### src/rtl/objx_pkg.sv
package objx_pkg;
  localparam int DW = 32;
  localparam int LEN_W = 18;

  localparam logic [1:0] SEL_CTRL = 2'd0;
  localparam logic [1:0] SEL_WMB  = 2'd1;
  localparam logic [1:0] SEL_RMB  = 2'd2;

  localparam int CTL_ABORT = 0;
  localparam int CTL_GO    = 31;

  typedef enum logic [1:0] {ST_IDLE, ST_SEND, ST_COLLECT} mb_state_e;

  // length field of zero encodes the largest object, 2^LEN_W dwords
  function automatic logic [LEN_W:0] obj_len(input logic [LEN_W-1:0] fld);
    obj_len = (fld == '0) ? (LEN_W+1)'(1) << LEN_W : {1'b0, fld};
  endfunction
endpackage

### src/rtl/objx_reqbuf.sv
module objx_reqbuf
  import objx_pkg::*;
#(
  parameter int DEPTH = 64,
  localparam int CW = $clog2(DEPTH + 1),
  localparam int IW = $clog2(DEPTH)
) (
  input  logic             clk,
  input  logic             rst_n,
  input  logic             clr,
  input  logic             push,
  input  logic [DW-1:0]    push_dw,
  input  logic [CW-1:0]    rd_idx,
  output logic [CW-1:0]    cnt,
  output logic             full,
  output logic [DW-1:0]    rd_dw,
  output logic [LEN_W-1:0] len_fld
);
  logic [DW-1:0] mem [DEPTH];

  assign full    = (cnt == CW'(DEPTH));
  assign rd_dw   = mem[rd_idx[IW-1:0]];
  assign len_fld = mem[1][LEN_W-1:0];

  always_ff @(posedge clk) begin
    if (push && !full) mem[cnt[IW-1:0]] <= push_dw;
  end

  always_ff @(posedge clk or negedge rst_n) begin
    if (!rst_n)              cnt <= '0;
    else if (clr)            cnt <= '0;
    else if (push && !full)  cnt <= cnt + CW'(1);
  end
endmodule

### src/rtl/objx_rspbuf.sv
module objx_rspbuf
  import objx_pkg::*;
#(
  parameter int DEPTH = 64,
  localparam int CW = $clog2(DEPTH + 1),
  localparam int IW = $clog2(DEPTH)
) (
  input  logic          clk,
  input  logic          rst_n,
  input  logic          clr,
  input  logic          push,
  input  logic [DW-1:0] push_dw,
  input  logic          pop,
  output logic          full,
  output logic          last_left,
  output logic [DW-1:0] head
);
  logic [DW-1:0] mem [DEPTH];
  logic [CW-1:0] fill;
  logic [CW-1:0] rptr;

  assign full      = (fill == CW'(DEPTH));
  assign last_left = ((rptr + CW'(1)) == fill);
  assign head      = mem[rptr[IW-1:0]];

  always_ff @(posedge clk) begin
    if (push && !full) mem[fill[IW-1:0]] <= push_dw;
  end

  always_ff @(posedge clk or negedge rst_n) begin
    if (!rst_n) begin
      fill <= '0;
      rptr <= '0;
    end else if (clr) begin
      fill <= '0;
      rptr <= '0;
    end else begin
      if (push && !full) fill <= fill + CW'(1);
      if (pop)           rptr <= rptr + CW'(1);
    end
  end
endmodule

### src/rtl/objx_seq.sv
module objx_seq
  import objx_pkg::*;
#(
  parameter int DEPTH = 64,
  localparam int CW = $clog2(DEPTH + 1)
) (
  input  logic             clk,
  input  logic             rst_n,
  input  logic             host_we,
  input  logic [1:0]       host_sel,
  input  logic             ctl_abort,
  input  logic             ctl_go,
  input  logic [CW-1:0]    req_cnt,
  input  logic             req_full,
  input  logic [LEN_W-1:0] len_fld,
  input  logic             req_rdy,
  input  logic             rsp_vld,
  input  logic             rsp_last,
  input  logic             rsp_full,
  input  logic             rsp_last_left,
  output logic             busy,
  output logic             err,
  output logic             ready,
  output logic             req_vld,
  output logic             req_last,
  output logic             rsp_rdy,
  output logic [CW-1:0]    send_idx,
  output logic             req_push,
  output logic             req_clr,
  output logic             rsp_push,
  output logic             rsp_clr,
  output logic             rsp_pop,
  output logic             ev_abort,
  output logic             ev_go_ok,
  output logic             ev_go_bad,
  output logic             ev_wr_drop,
  output logic             ev_ovf,
  output logic             ev_rsp_ovf
);
  mb_state_e       st;
  logic            err_q, rdy_q;
  logic [CW-1:0]   idx_q, len_q;
  logic            ctl_wr, wmb_wr, rmb_wr, go_live, len_ok, idle;
  logic [LEN_W:0]  len;

  assign idle    = (st == ST_IDLE);
  assign ctl_wr  = host_we && (host_sel == SEL_CTRL);
  assign wmb_wr  = host_we && (host_sel == SEL_WMB);
  assign rmb_wr  = host_we && (host_sel == SEL_RMB);
  assign len     = obj_len(len_fld);
  assign len_ok  = (req_cnt >= CW'(2)) && (len >= (LEN_W+1)'(2)) &&
                   (32'(len) <= 32'(req_cnt));

  assign ev_abort   = ctl_wr && ctl_abort;
  assign go_live    = ctl_wr && ctl_go && !ctl_abort && idle && !err_q && !rdy_q;
  assign ev_go_ok   = go_live && len_ok;
  assign ev_go_bad  = go_live && !len_ok;
  assign ev_wr_drop = wmb_wr && !idle;
  assign ev_ovf     = wmb_wr && idle && req_full;
  assign ev_rsp_ovf = (st == ST_COLLECT) && rsp_vld && rsp_full;

  assign req_push = wmb_wr && idle && !req_full;
  assign req_clr  = ev_abort || ev_go_ok;
  assign rsp_clr  = ev_abort || ev_go_ok;
  assign rsp_push = (st == ST_COLLECT) && rsp_vld && !rsp_full;
  assign rsp_pop  = rmb_wr && rdy_q;

  assign busy     = !idle;
  assign err      = err_q;
  assign ready    = rdy_q;
  assign req_vld  = (st == ST_SEND);
  assign req_last = (st == ST_SEND) && (idx_q == len_q - CW'(1));
  assign rsp_rdy  = (st == ST_COLLECT);
  assign send_idx = idx_q;

  always_ff @(posedge clk or negedge rst_n) begin
    if (!rst_n) begin
      st    <= ST_IDLE;
      err_q <= 1'b0;
      rdy_q <= 1'b0;
      idx_q <= '0;
      len_q <= '0;
    end else if (ev_abort) begin
      st    <= ST_IDLE;
      err_q <= 1'b0;
      rdy_q <= 1'b0;
      idx_q <= '0;
    end else begin
      if (ev_go_bad || ev_wr_drop || ev_ovf || ev_rsp_ovf) err_q <= 1'b1;
      if (rsp_pop && rsp_last_left) rdy_q <= 1'b0;
      case (st)
        ST_IDLE: if (ev_go_ok) begin
          st    <= ST_SEND;
          idx_q <= '0;
          len_q <= CW'(len);
        end
        ST_SEND: if (req_rdy) begin
          if (req_last) st <= ST_COLLECT;
          else          idx_q <= idx_q + CW'(1);
        end
        ST_COLLECT: if (rsp_vld && rsp_last) begin
          st    <= ST_IDLE;
          rdy_q <= 1'b1;
        end
        default: st <= ST_IDLE;
      endcase
    end
  end
endmodule

### src/rtl/objx_mailbox.sv
module objx_mailbox
  import objx_pkg::*;
#(
  parameter int DEPTH = 64
) (
  input  logic        clk,
  input  logic        rst_n,
  input  logic        host_we,
  input  logic [1:0]  host_sel,
  input  logic [31:0] host_wdata,
  output logic [31:0] host_rdata,
  output logic        st_busy,
  output logic        st_error,
  output logic        st_ready,
  output logic        req_vld,
  output logic [31:0] req_dw,
  output logic        req_last,
  input  logic        req_rdy,
  input  logic        rsp_vld,
  input  logic [31:0] rsp_dw,
  input  logic        rsp_last,
  output logic        rsp_rdy
);
  localparam int CW = $clog2(DEPTH + 1);

  logic [CW-1:0]    req_cnt, send_idx;
  logic [LEN_W-1:0] len_fld;
  logic [DW-1:0]    rsp_head;
  logic req_full, rsp_full, rsp_last_left;
  logic req_push, req_clr, rsp_push, rsp_clr, rsp_pop;
  logic ev_abort, ev_go_ok, ev_go_bad, ev_wr_drop, ev_ovf, ev_rsp_ovf;

  objx_reqbuf #(.DEPTH(DEPTH)) u_req (
    .clk(clk), .rst_n(rst_n), .clr(req_clr), .push(req_push),
    .push_dw(host_wdata), .rd_idx(send_idx), .cnt(req_cnt),
    .full(req_full), .rd_dw(req_dw), .len_fld(len_fld)
  );

  objx_rspbuf #(.DEPTH(DEPTH)) u_rsp (
    .clk(clk), .rst_n(rst_n), .clr(rsp_clr), .push(rsp_push),
    .push_dw(rsp_dw), .pop(rsp_pop), .full(rsp_full),
    .last_left(rsp_last_left), .head(rsp_head)
  );

  objx_seq #(.DEPTH(DEPTH)) u_seq (
    .clk(clk), .rst_n(rst_n), .host_we(host_we), .host_sel(host_sel),
    .ctl_abort(host_wdata[CTL_ABORT]), .ctl_go(host_wdata[CTL_GO]),
    .req_cnt(req_cnt), .req_full(req_full), .len_fld(len_fld),
    .req_rdy(req_rdy), .rsp_vld(rsp_vld), .rsp_last(rsp_last),
    .rsp_full(rsp_full), .rsp_last_left(rsp_last_left),
    .busy(st_busy), .err(st_error), .ready(st_ready),
    .req_vld(req_vld), .req_last(req_last), .rsp_rdy(rsp_rdy),
    .send_idx(send_idx), .req_push(req_push), .req_clr(req_clr),
    .rsp_push(rsp_push), .rsp_clr(rsp_clr), .rsp_pop(rsp_pop),
    .ev_abort(ev_abort), .ev_go_ok(ev_go_ok), .ev_go_bad(ev_go_bad),
    .ev_wr_drop(ev_wr_drop), .ev_ovf(ev_ovf), .ev_rsp_ovf(ev_rsp_ovf)
  );

  assign host_rdata = st_ready ? rsp_head : '0;
endmodule

### config.mk
export PLATFORM = sky130hd
export DESIGN_NAME = objx_mailbox
export DESIGN_NICKNAME = d
export VERILOG_FILES = /design/src/rtl/objx_pkg.sv /design/src/rtl/objx_reqbuf.sv /design/src/rtl/objx_rspbuf.sv /design/src/rtl/objx_seq.sv /design/src/rtl/objx_mailbox.sv
export SDC_FILE = /design/constraint.sdc
export NUM_CORES = 2
export LEC_CHECK = 0
export ABC_AREA = 1
export BUFFER_PORTS_ARGS = -buffer_cell sky130_fd_sc_hd__buf_2
export CORE_MARGIN = 10
export CORE_UTILIZATION = 50
export CTS_CLUSTER_DIAMETER = 80
export DETAILED_ROUTE_END_ITERATION = 12
export PLACE_DENSITY = 0.65
export SLEW_MARGIN = 20
export SYNTH_ARGS = -nofsm -noshare
export SYNTH_HDL_FRONTEND = slang
export SYNTH_SLANG_ARGS = --single-unit
### constraint.sdc
create_clock -name clk -period 8.3 [get_ports clk]
set_clock_uncertainty 0.05 [all_clocks]
set_input_delay 0.83 -clock clk [delete_from_list [all_inputs] [get_ports clk]]
set_output_delay 0.83 -clock clk [all_outputs]
set_load 0.01 [all_outputs]
# Word level (Yosys, flattened, before mapping)
# Memory sizes are Yosys's and may differ from the RTL's.
# Index checks and enable logic that the tools add are counted.
# totals
ff_bits,39
ram_bits,4096
input_bits,72
word_cells,109
n_memories,2
# mem_list
memory,depth,width,rd,rd_clocked_by_memory_dff,wr,line_no,source
u_req.mem,64,32,2,0,1,objx_reqbuf.sv:19,logic [DW-1:0] mem [DEPTH];
u_rsp.mem,64,32,1,0,1,objx_rspbuf.sv:18,logic [DW-1:0] mem [DEPTH];
# classes
addsub,5
magnitude_cmp,3
n_eq_ne,13
mux,29
bitwise,1
reduce_logical,48
# op_table
op,count
$mux W7,10
$mux W32,1
$add A7 B1 Y7 const B,4
$logic_and A1 B1 Y1,26
$ge A19 B2 Y1 const B,1
$le A19 B7 Y1,1
$mux W19,1
$logic_not A18 Y1,1
$eq A7 B7 Y1,2
$eq A7 B7 Y1 const B,2
$pmux W7 S2,1
$ne A3 B1 Y1 const B,4
$mux W1,10
$mux W2,5
$reduce_and A4 Y1,2
$reduce_bool A2 Y1,4
$ge A7 B2 Y1 const B,1
$logic_not A1 Y1,7
$sub A7 B1 Y7 const B,1
$pmux W2 S3,1
$eq A2 B1 Y1 const B,2
$eq A2 B2 Y1 const B,2
$logic_not A2 Y1,2
$logic_or A1 B1 Y1,4
4 further kinds,4

# Depth between registers and ports, before layout
# logic_depth
depth_word,13
mapped_depth,16
depth_no_buf,16

# Modules after synthesis
# From an unflattened synthesis, not the netlist that was laid out.
# hier_totals
cells_unflattened,14204
hier_area_um2,167834.7
# by_module_without_submodules
mod,n_inst,cells_each,area_per_inst_um2,seq_area_each_um2
objx_rspbuf,1,7041,83089.7,61849.3
objx_reqbuf,1,6812,82674.3,61674.2
objx_seq,1,284,1796.7,450.4
objx_mailbox,1,67,274.0,0.0

# Worst setup path before layout
# No wires, ideal clock.
# synth_path
path_kind,input -> register
from,in rsp_vld
to,"mem u_rsp.mem[47][0], enable pin"
setup_ns,0.502
arrival_ns,4.608
required_time_ns,7.748
slack_ns,3.141
cell_stages,6
path_buffers,0
cell_sequence,inv_1 nor3_4 inv_2 nor2_1 inv_1 nor4_1
# synth_between
elab_chain_len,5
# synth_lines
item,line_no,source
"start, declared",objx_mailbox.sv:19,"input logic rsp_vld,"
$logic_and A1 B1 Y1 (2 in a row),objx_seq.sv:65,assign rsp_push = (st == ST_COLLECT) && rsp_vld && !rsp_full;
$logic_and A1 B1 Y1,objx_rspbuf.sv:27,if (push && !full) mem[fill[IW-1:0]] <= push_dw;
$mux W1,objx_rspbuf.sv:27,
$mux W1 (not written as such),objx_rspbuf.sv:27,
"end, declared",objx_rspbuf.sv:18,
# No other way between the ends.

# Worst setup path in the final report
# layout_path
from,reg u_rsp.rptr[0]
to,out host_rdata[0]
# layout_between
elab_chain_len,2
# layout_lines
item,line_no,source
"start, declared",objx_rspbuf.sv:20,logic [CW-1:0] rptr;
"start signal, assigned",objx_rspbuf.sv:39,if (pop) rptr <= rptr + CW'(1);
$mem_v2 Z64 W32,-,
$mux W32,objx_mailbox.sv:59,assign host_rdata = st_ready ? rsp_head : '0;
"end, declared",objx_mailbox.sv:11,"output logic [31:0] host_rdata,"
# No other way between the ends.

==> reports/qor.tcl <==
set qor(dr.max_layer_used) {met5}
set qor(synth_top_cells_by_area) {edfxtp_1, o21ai_0, nor2_1}
set qor(timing.critical_path.fanout_max) 118
set qor(arrival_ns) 5.36
set qor(yosysWarnings) 0
set qor(htreeDepth) 5
set qor(yosys.cell_count.top_type) {edfxtp_1}
set qor(leakagePower_nw) 58.4
set qor(grt_pass1_vias) 103000
set qor(tns_setup_ns) 0
set qor(post-route-worst-setup-slack_ns) 2.06
set qor(min_from) {rsp_last}
set qor(synth.top_cells.by_count) {edfxtp_1, nor2_1, o21ai_0}
set qor(path_class) {reg2out}
set qor(gr-total-overflow) 0
set qor(synth_top_area_share_pct) 75.7
set qor(syn-num-nets) 12300
set qor(synthesis.area_per_instance_sq_um) 13.3
set qor(report.final.hold_viol_count) 0
set qor(slew_worst_pin_ns) 1.41
set qor(worst_ir_drop_vdd_mv) 0.216
set qor(grt_usage_pct) 26.6
set qor(async_flop_share_pct) 0.943
set qor(postRouteWirelength_mm) 485
set qor(place_worst_setup_slack_ns) 3.22
set qor(num_rows) 209
set qor(maximum_capacitance_violations) 0
set qor(detail_route.vias_per_cell) 6.38
set qor(timing.fmax_mhz) 160
set qor(synth-seq-area-share_pct) 76.3
set qor(power_density_nw_per_um2) 233
set qor(proportion_of_layout_cells_with_a_drive_suffix_above_1_pct) 8.89
set qor(synth_area_sq_um) 163000
set qor(unrepaired_setup_endpoints_after_global_routing) {false}
set qor(detailroute.wirelength.met3_mm) 54.3
set qor(die_height_microns) 590
set qor(clk_pin_slew_ns) 0.07
set qor(nFillCells) 25400
set qor(fin_hold_ws_ns) 0.204
set qor(clk-insertion-delay-late_ns) 0.98
set qor(drcViolationCount) 0
set qor(finalInstanceArea_sq_um) 181000
set qor(routed-via-count) 108000
set qor(drt_pass1_iterations) 7
set qor(report.final.slew_viol_count) 0
set qor(worstReg2RegStart) {u_rsp.fill[4]}
set qor(startpoint_type) {register}
set qor(fin_nets) 12300
set qor(core-area_sq_um) 324000
set qor(relSlewSlack_pct) 6.28
set qor(placedCellCount) 16100
set qor(cts.sinks) 4135
set qor(ios) 142
set qor(number_of_flip_flops_and_latches_in_the_synthesized_netlist) 4135
set qor(critical_path_required_ns) 7.42
set qor(final_period_minus_worst_setup_slack_ns) 6.24
set qor(placed_area_sq_um) 168000
set qor(netlist-cell-type-count) 44
set qor(path_category_of_the_worst_min_delay_check) {in2reg}
set qor(number_of_enable_flip_flop_cells_after_synthesis) 4096
set qor(tritoncts) {done}
set qor(place.detailed.hpwl_mm) 247
set qor(dominantRegCellSynth) {edfxtp_1}
set qor(floorplan.die_area_sq_um) 348000
set qor(grt_max_degree) 242
set qor(netlist_instances) 12300
set qor(wl_met2_mm) 225
set qor(antenna_violating_nets_post_route) 0
set qor(chipWidth_microns) 590
set qor(cp-startpoint) {u_rsp.rptr[0]}
set qor(grt_pass1_wl_mm) 693
set qor(gpl.final_weighted_congestion) 0.822
set qor(min_period_over_period_pct) 75.2
set qor(synthDominantAreaCellType) {edfxtp_1}
set qor(area_growth_pct) 11.6
set qor(status) {finished clean}
set qor(critPathCaptureType) {output pin}
set qor(wl_met1_mm) 181
set qor(multiInputGateArea_sq_um) 35300
set qor(detailedRoute.firstIterationViolations) 15200
set qor(port_buffers) 141
set qor(clockBufferDepth) 4
set qor(finalNonFillerCells) 16900
set qor(setup-violations-final) 0
set qor(routed_wire_length_per_instance_microns) 28.8
set qor(clock_tree.root_cell) {clkbuf_16}
set qor(initial_antenna_violation_count) 26
set qor(ff_latch_area_sq_um) 124000
set qor(tritoncts_buffer_count) 416
set qor(floorplan.initialDensity_pct) 50.2
[final timing paths]
check | endpoint | slack [ns] | depth (start not counted)
worst max-delay path | host_rdata[0] | 2.06 | 11
worst min-delay path | u_seq.ready | 0.20 | 3
worst max register to register | u_rsp.mem[45][12] | 3.40 | 9
worst min register to register | u_seq.len_q[1] | 0.48 | 2
max in group asynchronous | u_rsp.rptr[1] | 7.19 | 3
min in group asynchronous | u_seq.ready | 0.49 | 3
[per-layer routing]
metal  vias up  global-route usage (%)
li1      45800                       -
met1     53700                    35.9
met2      6873                    42.7
met3      1212                    4.90
met4         6                    11.5
met5         -                       0
[worst max-delay path: stages, from the launching register on]
cell     delay (ns)
dfrtp_4        0.72
inv_8          0.57
buf_4          0.91
o21ai_0        0.18
o22ai_1        0.17
nand2_1        0.07
nand3_1        0.10
nand3_1        0.20
nand3_1        0.18
nand2_1        0.07
nor2_1         0.70
buf_2          0.27
[cell type report]
class                      count  share of cell area (%)
antenna                       12                  0.0166
clock inverter               248                    1.35
timing repair buffer         389                    1.60
clock buffer                 518                    5.97
inverter                      96                   0.236
tap                         4325                    2.98
sequential                  4135                    68.4
multi-input combinational   7134                    19.5
[layout by cell type, fill, tap and decap left out, types with 4 or more instances in the layout]
master,n
o22ai_1,755
inv_2,4
dfrtp_4,8
nand4_1,58
o21ai_1,26
o211ai_1,88
diode_2,12
buf_4,256
nor4_1,5
bufinv_16,36
clkinv_1,112
inv_1,74
edfxtp_1,4096
inv_8,4
clkinv_8,9
buf_2,111
clkbuf_1,99
clkinv_2,65
ha_1,15
nand2_1,802
buf_12,19
clkinv_16,9
xor2_1,18
nor2_1,2179
a21oi_1,108
nor3_1,13
clkbuf_16,417
nor2_2,4
a31oi_1,9
o21ai_0,2151
o221ai_1,265
nand3_1,488
clkinvlp_4,12
dfrtp_1,28
inv_6,14
nor2_4,121
[sequential cells by signal, summed over array words and instances, names as in the netlist]
name	flops
u_rsp.rptr	7
u_seq.send_idx	7
u_req.cnt	7
u_rsp.mem	2048
u_seq.len_q	7
u_seq.err	1
u_rsp.fill	7
u_seq.st	2
u_req.mem	2048
u_seq.ready	1
[kinds of logic (layout without fill, tap and decap cells)]
group	after synthesis	count (layout)	share of synthesized area (%)
flip-flops	4135	4135	76.3
AND/OR/NAND/NOR	3687	3687	9.05
XOR/XNOR	22	22	0.127
adder cells (fa/ha/maj)	15	15	0.115
other	0	12	0
buffers and inverters	991	1251	2.59
AO/OA/AOI/OAI	3410	3410	11.8
[through the flow]
| step | total power [W] | util (%) |
|---|---|---|
| floorplan | 0.0237 | - |
| global route | 0.0433 | 56.0 |
| global placement | 0.0243 | 51.8 |
| CTS | 0.0424 | 55.9 |
| detailed placement | 0.0244 | 51.8 |
| finish | 0.0423 | 56.0 |
[where the power goes]
part	switching [W]	internal, W	leakage (nW)
combinational	0.000778	0.000148	14.7
clock	0.00794	0.0104	6.42
sequential	0.0000324	0.0230	37.3
total	0.00875	0.0335	58.4
[what timing repair did]
action / CTS / global route
buffers inserted: 0 / 0
gates resized for setup: 0 / 0
hold buffers: 1 / 0
endpoints found under the hold margin: 39 / 0
No activity file was read; power rests on OpenSTA's default activity.
